$ cat config.mk
export PLATFORM = sky130hd
export DESIGN_NAME = ovr_peak_stereo
export DESIGN_NICKNAME = d
export VERILOG_FILES = /design/src/rtl/ovr_pkg.sv /design/src/rtl/ovr_zone_classify.sv /design/src/rtl/ovr_peak_hold.sv /design/src/rtl/ovr_channel.sv /design/src/rtl/ovr_peak_stereo.sv
export SDC_FILE = /design/constraint.sdc
export NUM_CORES = 1
export LEC_CHECK = 0
export BUFFER_PORTS_ARGS = -buffer_cell sky130_fd_sc_hd__clkbuf_2
export CAP_MARGIN = 20
export CORE_MARGIN = 4
export CORE_UTILIZATION = 46
export DETAILED_ROUTE_END_ITERATION = 16
export GPL_TIMING_DRIVEN = 1
export HOLD_SLACK_MARGIN = 0.08
export PLACE_DENSITY = 0.79
export SLEW_MARGIN = 20
export SYNTH_ARGS = -nofsm -noshare
export SYNTH_HDL_FRONTEND = slang
export SYNTH_HIERARCHICAL = 1
export SYNTH_SLANG_ARGS = --single-unit
export TNS_END_PERCENT = 30
$ cat constraint.sdc
create_clock -name clk -period 1.3 [get_ports clk]
set_input_delay 0.13 -clock clk [delete_from_list [all_inputs] [get_ports clk]]
set_output_delay 0.13 -clock clk [all_outputs]
set_load 0.02 [all_outputs]
$ cat src/rtl/ovr_pkg.sv
package ovr_pkg;

  // Zone of a sample magnitude relative to digital full scale
  typedef enum logic [1:0] {
    ZN_LOW  = 2'b00,  // more than 1 dB below full scale
    ZN_NEAR = 2'b01,  // from -1 dB up to full scale
    ZN_OVER = 2'b10,  // above full scale up to +1 dB
    ZN_HIGH = 2'b11   // beyond +1 dB
  } zone_e;

  // Level ratios in unsigned Q24: 10^(-1/20) and 10^(+1/20)
  localparam longint RATIO_M1DB_Q24 = 64'd14952710;
  localparam longint RATIO_P1DB_Q24 = 64'd18824346;

  // Scale full scale by a Q24 ratio, rounding to the nearest integer
  function automatic longint scale_q24(input longint fs, input longint ratio);
    return (fs * ratio + (64'sd1 <<< 23)) >>> 24;
  endfunction

endpackage

$ cat src/rtl/ovr_zone_classify.sv
module ovr_zone_classify #(
  parameter int SAMPLE_W = 18,
  parameter int FS_LOG2  = 15
) (
  input  logic signed [SAMPLE_W-1:0] smp_i,
  output logic [SAMPLE_W-2:0]        mag_o,
  output ovr_pkg::zone_e             zone_o
);
  import ovr_pkg::*;

  localparam int MAG_W = SAMPLE_W - 1;
  localparam longint FS_VAL = 64'sd1 <<< FS_LOG2;
  localparam logic [MAG_W-1:0] TH_M1 = MAG_W'(scale_q24(FS_VAL, RATIO_M1DB_Q24));
  localparam logic [MAG_W-1:0] TH_FS = MAG_W'(FS_VAL);
  localparam logic [MAG_W-1:0] TH_P1 = MAG_W'(scale_q24(FS_VAL, RATIO_P1DB_Q24));
  localparam logic signed [SAMPLE_W-1:0] MOST_NEG = {1'b1, {(SAMPLE_W-1){1'b0}}};

  // Absolute value; the most negative code saturates to the top magnitude
  function automatic logic [MAG_W-1:0] abs_sat(input logic signed [SAMPLE_W-1:0] s);
    logic signed [SAMPLE_W-1:0] neg;
    neg = -s;
    if (s == MOST_NEG)  return '1;
    else if (s[SAMPLE_W-1]) return neg[MAG_W-1:0];
    else                return s[MAG_W-1:0];
  endfunction

  // Magnitude to zone, highest limit first
  function automatic zone_e zone_of(input logic [MAG_W-1:0] m);
    if (m > TH_P1)       return ZN_HIGH;
    else if (m > TH_FS)  return ZN_OVER;
    else if (m >= TH_M1) return ZN_NEAR;
    else                 return ZN_LOW;
  endfunction

  always_comb begin
    mag_o  = abs_sat(smp_i);
    zone_o = zone_of(mag_o);
  end

endmodule

$ cat src/rtl/ovr_peak_hold.sv
module ovr_peak_hold (
  input  logic           clk,
  input  logic           rst_n,
  input  logic           clr_i,
  input  logic           vld_i,
  input  ovr_pkg::zone_e zone_i,
  output ovr_pkg::zone_e code_o
);
  import ovr_pkg::*;

  zone_e code_q;
  logic  raise_w;

  // A clear wins over a sample in the same cycle
  assign raise_w = vld_i && !clr_i && (zone_i > code_q);

  always_ff @(posedge clk or negedge rst_n) begin
    if (!rst_n)       code_q <= ZN_LOW;
    else if (clr_i)   code_q <= ZN_LOW;
    else if (raise_w) code_q <= zone_i;
  end

  assign code_o = code_q;


  sticky_no_drop_chk: assert property (@(posedge clk) disable iff (!rst_n)
    !clr_i |=> (code_q >= $past(code_q)));


  clear_zero_chk: assert property (@(posedge clk) disable iff (!rst_n)
    clr_i |=> (code_q == ZN_LOW));


  raise_take_chk: assert property (@(posedge clk) disable iff (!rst_n)
    (vld_i && !clr_i && (zone_i > code_q)) |=> (code_q == $past(zone_i)));


  idle_hold_chk: assert property (@(posedge clk) disable iff (!rst_n)
    (!vld_i && !clr_i) |=> $stable(code_q));

endmodule

$ cat src/rtl/ovr_channel.sv
module ovr_channel #(
  parameter int SAMPLE_W = 18,
  parameter int FS_LOG2  = 15,
  parameter int REG_W    = 16,
  parameter int CODE_LSB = 14
) (
  input  logic                       clk,
  input  logic                       rst_n,
  input  logic                       glob_clr_i,
  input  logic                       wr_i,
  input  logic                       pd_i,
  input  logic signed [SAMPLE_W-1:0] smp_i,
  input  logic                       vld_i,
  output logic [REG_W-1:0]           status_o
);
  import ovr_pkg::*;

  logic [SAMPLE_W-2:0] mag_w;
  zone_e               zone_w;
  zone_e               code_w;
  logic                clr_evt_w;

  assign clr_evt_w = wr_i || pd_i || glob_clr_i;

  ovr_zone_classify #(.SAMPLE_W(SAMPLE_W), .FS_LOG2(FS_LOG2)) classify_i (
    .smp_i (smp_i),
    .mag_o (mag_w),
    .zone_o(zone_w)
  );

  ovr_peak_hold hold_i (
    .clk   (clk),
    .rst_n (rst_n),
    .clr_i (clr_evt_w),
    .vld_i (vld_i),
    .zone_i(zone_w),
    .code_o(code_w)
  );

  always_comb begin
    status_o = '0;
    status_o[CODE_LSB +: 2] = code_w;
  end


  always_comb begin
    if (rst_n && (smp_i == {1'b1, {(SAMPLE_W-1){1'b0}}}))
      most_neg_sat_chk: assert (mag_w == '1 && zone_w == ZN_HIGH);
  end

endmodule

$ cat src/rtl/ovr_peak_stereo.sv
module ovr_peak_stereo #(
  parameter int SAMPLE_W = 18,
  parameter int FS_LOG2  = 15,
  parameter int REG_W    = 16,
  parameter int CODE_LSB = 14
) (
  input  logic                clk,
  input  logic                rst_n,
  input  logic                pwrdwn_n,
  input  logic                conv_off,
  input  logic [SAMPLE_W-1:0] smp_l,
  input  logic                smp_vld_l,
  input  logic [SAMPLE_W-1:0] smp_r,
  input  logic                smp_vld_r,
  input  logic                wr_l,
  input  logic                wr_r,
  input  logic                pd_l,
  input  logic                pd_r,
  output logic [REG_W-1:0]    status_l,
  output logic [REG_W-1:0]    status_r
);
  localparam int N_CH = 2;

  logic                glob_clr_w;
  logic [SAMPLE_W-1:0] smp_a [N_CH];
  logic                vld_a [N_CH];
  logic                wr_a  [N_CH];
  logic                pd_a  [N_CH];
  logic [REG_W-1:0]    st_a  [N_CH];

  assign glob_clr_w = !pwrdwn_n || conv_off;

  assign smp_a[0] = smp_l;      assign smp_a[1] = smp_r;
  assign vld_a[0] = smp_vld_l;  assign vld_a[1] = smp_vld_r;
  assign wr_a[0]  = wr_l;       assign wr_a[1]  = wr_r;
  assign pd_a[0]  = pd_l;       assign pd_a[1]  = pd_r;
  assign status_l = st_a[0];
  assign status_r = st_a[1];

  for (genvar c = 0; c < N_CH; c++) begin : g_ch
    ovr_channel #(
      .SAMPLE_W(SAMPLE_W), .FS_LOG2(FS_LOG2),
      .REG_W(REG_W), .CODE_LSB(CODE_LSB)
    ) ch_i (
      .clk       (clk),
      .rst_n     (rst_n),
      .glob_clr_i(glob_clr_w),
      .wr_i      (wr_a[c]),
      .pd_i      (pd_a[c]),
      .smp_i     (signed'(smp_a[c])),
      .vld_i     (vld_a[c]),
      .status_o  (st_a[c])
    );
  end


  glob_clear_chk: assert property (@(posedge clk) disable iff (!rst_n)
    glob_clr_w |=> (status_l == '0 && status_r == '0));


  reserved_zero_chk: assert property (@(posedge clk) disable iff (!rst_n)
    ((status_l & ~({{(REG_W-2){1'b0}}, 2'b11} << CODE_LSB)) == '0) &&
    ((status_r & ~({{(REG_W-2){1'b0}}, 2'b11} << CODE_LSB)) == '0));

endmodule

==> impl_results.md <==
* Overflow after GRT at 0
* Crit path required time at 1430 ps
* FF-to-FF Start: g_ch[0].ch_i/hold_i/code_o[1]
* Worst EP arrival at 3330 ps
* # rows at 22
* Clock root cell: clkbuf_8
* Via Count at 2372
* Failing checks: setup timing
* IO Count at 78
* Final worst path period share at 246%
* CTS clk-pin slew, worst paths at 30 ps
* Setup violators final at 4
* TritonCTS clock tree: done
* Design area at 2850 sq um
* Setup crit start: smp_l[1]
* WL/cell at 12.7 microns
* Nature of the critical path endpoint: flop
* Slew Viols, Final at 0
* Critical path startpoint category: input pin
* Fmax at 312 MHz
* Worst VDD drop at 0.200 mV
* RR Endpoint: g_ch[0].ch_i/hold_i/code_o[1]
* TritonCTS Buffers at 3
* 1st-pass router iterations at 4
* Largest net degree at the start of global routing at 10
* Unrepaired setup endpoints after global routing: yes
* Gpl congestion at 0.907
* Post-route ant nets at 0
* Pwr Density at 424 nW/um^2
* DRC viols at 0
* Antenna diodes at 0
* Mapped Cells at 263
* Setup TNS at -7450 ps
* Mapped cell area at 1840 sq um
* Vias per cell at 5.38
* Largest fanout on the critical path at 4
* H-tree levels at 1
* Die height at 71.2 microns
* # Max-Cap Violations at 0
* FF-to-FF setup slack at -20 ps
* Die W at 71.2 microns
* Fill cell count at 287
* Placed Instances at 435
* Number of global-route vias before repair at 2250
* Final min period at 3200 ps
* Nets at 447
* First-pass GRT wire length at 9240 microns
* Starting Density at 48.7%
* Final WL at 5580 microns
* Core Area at 3770 sq um
* Skew-Pair Late Insertion Delay at 220 ps
* Status: finished with violations
* Synthesis warning total at 6
* Worst-case clock buffer depth at 2
* Syn-to-layout area delta at 55.3%
* Total Routing Usage GR at 21.5%
* Cell area after placement at 2720 sq um
* Lkg Pwr at 0.00142 uW
* Share of layout cells above drive strength 1 at 43.8%
* FF-to-FF path depth at 5
* Die area at 5070 sq um
* Hold crit path type: in -> async
* Final hold violations at 0
* Fin worst setup slack at -1900 ps
* IO buf count at 49
* Final Skew at 0.0491 ps
* Post-route insts no fill at 441
* Syn_area_per_cell at 6.99 sq um
* Antenna violations before repair at 0
* Placed wire-length estimate at 4750 microns
* Max reg flops at 4
* Setup CP Type: in -> reg
* DRT iter0 DRCs at 67
* Clk sinks at 4
==> report_power, final <==
part | switching (uW) | internal [uW]
logic | 420 | 395
clock network | 67.9 | 198
registers | 1.37 | 127
total | 489 | 720
==> stage by stage <==
stage               utilization (%)  total power, uW  hold slack [ps]  setup WS [ps]
global route                   75.7             1290              265          -2010
CTS                            75.4             1210              249          -1880
finish                         75.7             1210              247          -1900
global placement               72.2              885            -62.4          -2020
detailed placement             72.2              907            -59.6          -2200
floorplan                         -              599             -166          -1680
==> worst max-delay path by stage <==
stage	end	slack, ps
2_1_floorplan	g_ch[0].ch_i/hold_i/code_o[0]	-1680
3_3_place_gp	g_ch[1].ch_i/hold_i/code_o[0]	-2020
3_5_place_dp	g_ch[1].ch_i/hold_i/code_o[1]	-2200
4_1_cts	g_ch[0].ch_i/hold_i/code_o[1]	-1880
5_1_grt	g_ch[0].ch_i/hold_i/code_o[1]	-2010
6_report	g_ch[0].ch_i/hold_i/code_o[1]	-1900
==> layer usage <==
metal	share of wire (%)	track usage (%)
met5	0	0
met3	5.2	1.96
met4	2.3	7.10
met2	52	40.8
met1	41	24.9
==> what timing repair did <==
action / 4_1_cts / 5_1_grt
pin swaps: 4 / 2
buffers inserted: 2 / 0
cloned: 0 / 0
gates resized for setup: 13 / 2
endpoints found under the setup margin: 4 / 4
hold buffers: 1 / 0
endpoints found under the hold margin: 4 / 0
==> critical path, cell delays in order <==
cell	delay [ps]
clkbuf_16	130
inv_12	40
ha_4	120
or4b_4	470
or4_4	550
o41ai_4	350
a21oi_2	120
a211oi_2	170
nand2_1	90
o32a_1	390
inv_1	70
ha_1	220
nand2_1	70
o211a_1	190
mux2i_1	220
==> final cells by class <==
type,count,area (sq um),share of cell area (%)
Multi-Input combinational cell,233,1610,56.5
Clock buffer,3,41.3,1.45
Timing Repair Buffer,137,940,32.9
Sequential cell,4,100,3.51
Tap cell,48,60.1,2.10
Inverter,16,100,3.51
==> cell usage in the layout, fill, tap and decap left out, drive strengths merged, types with 4 or more instances in the layout <==
cell	instances
o211a	4
nand4	6
nor2	20
mux2i	6
dfrtp	4
inv	16
nor3	12
conb	28
o21ai	6
a31oi	6
nand2	18
or4	4
clkbuf	52
a21oi	6
and3	6
ha	6
xor2	6
xnor2	10
buf	87
a2111oi	4
nand3	10
nand2b	13
or3	20
nor4	6
o41ai	4
Power figures use the tool's default switching activity.
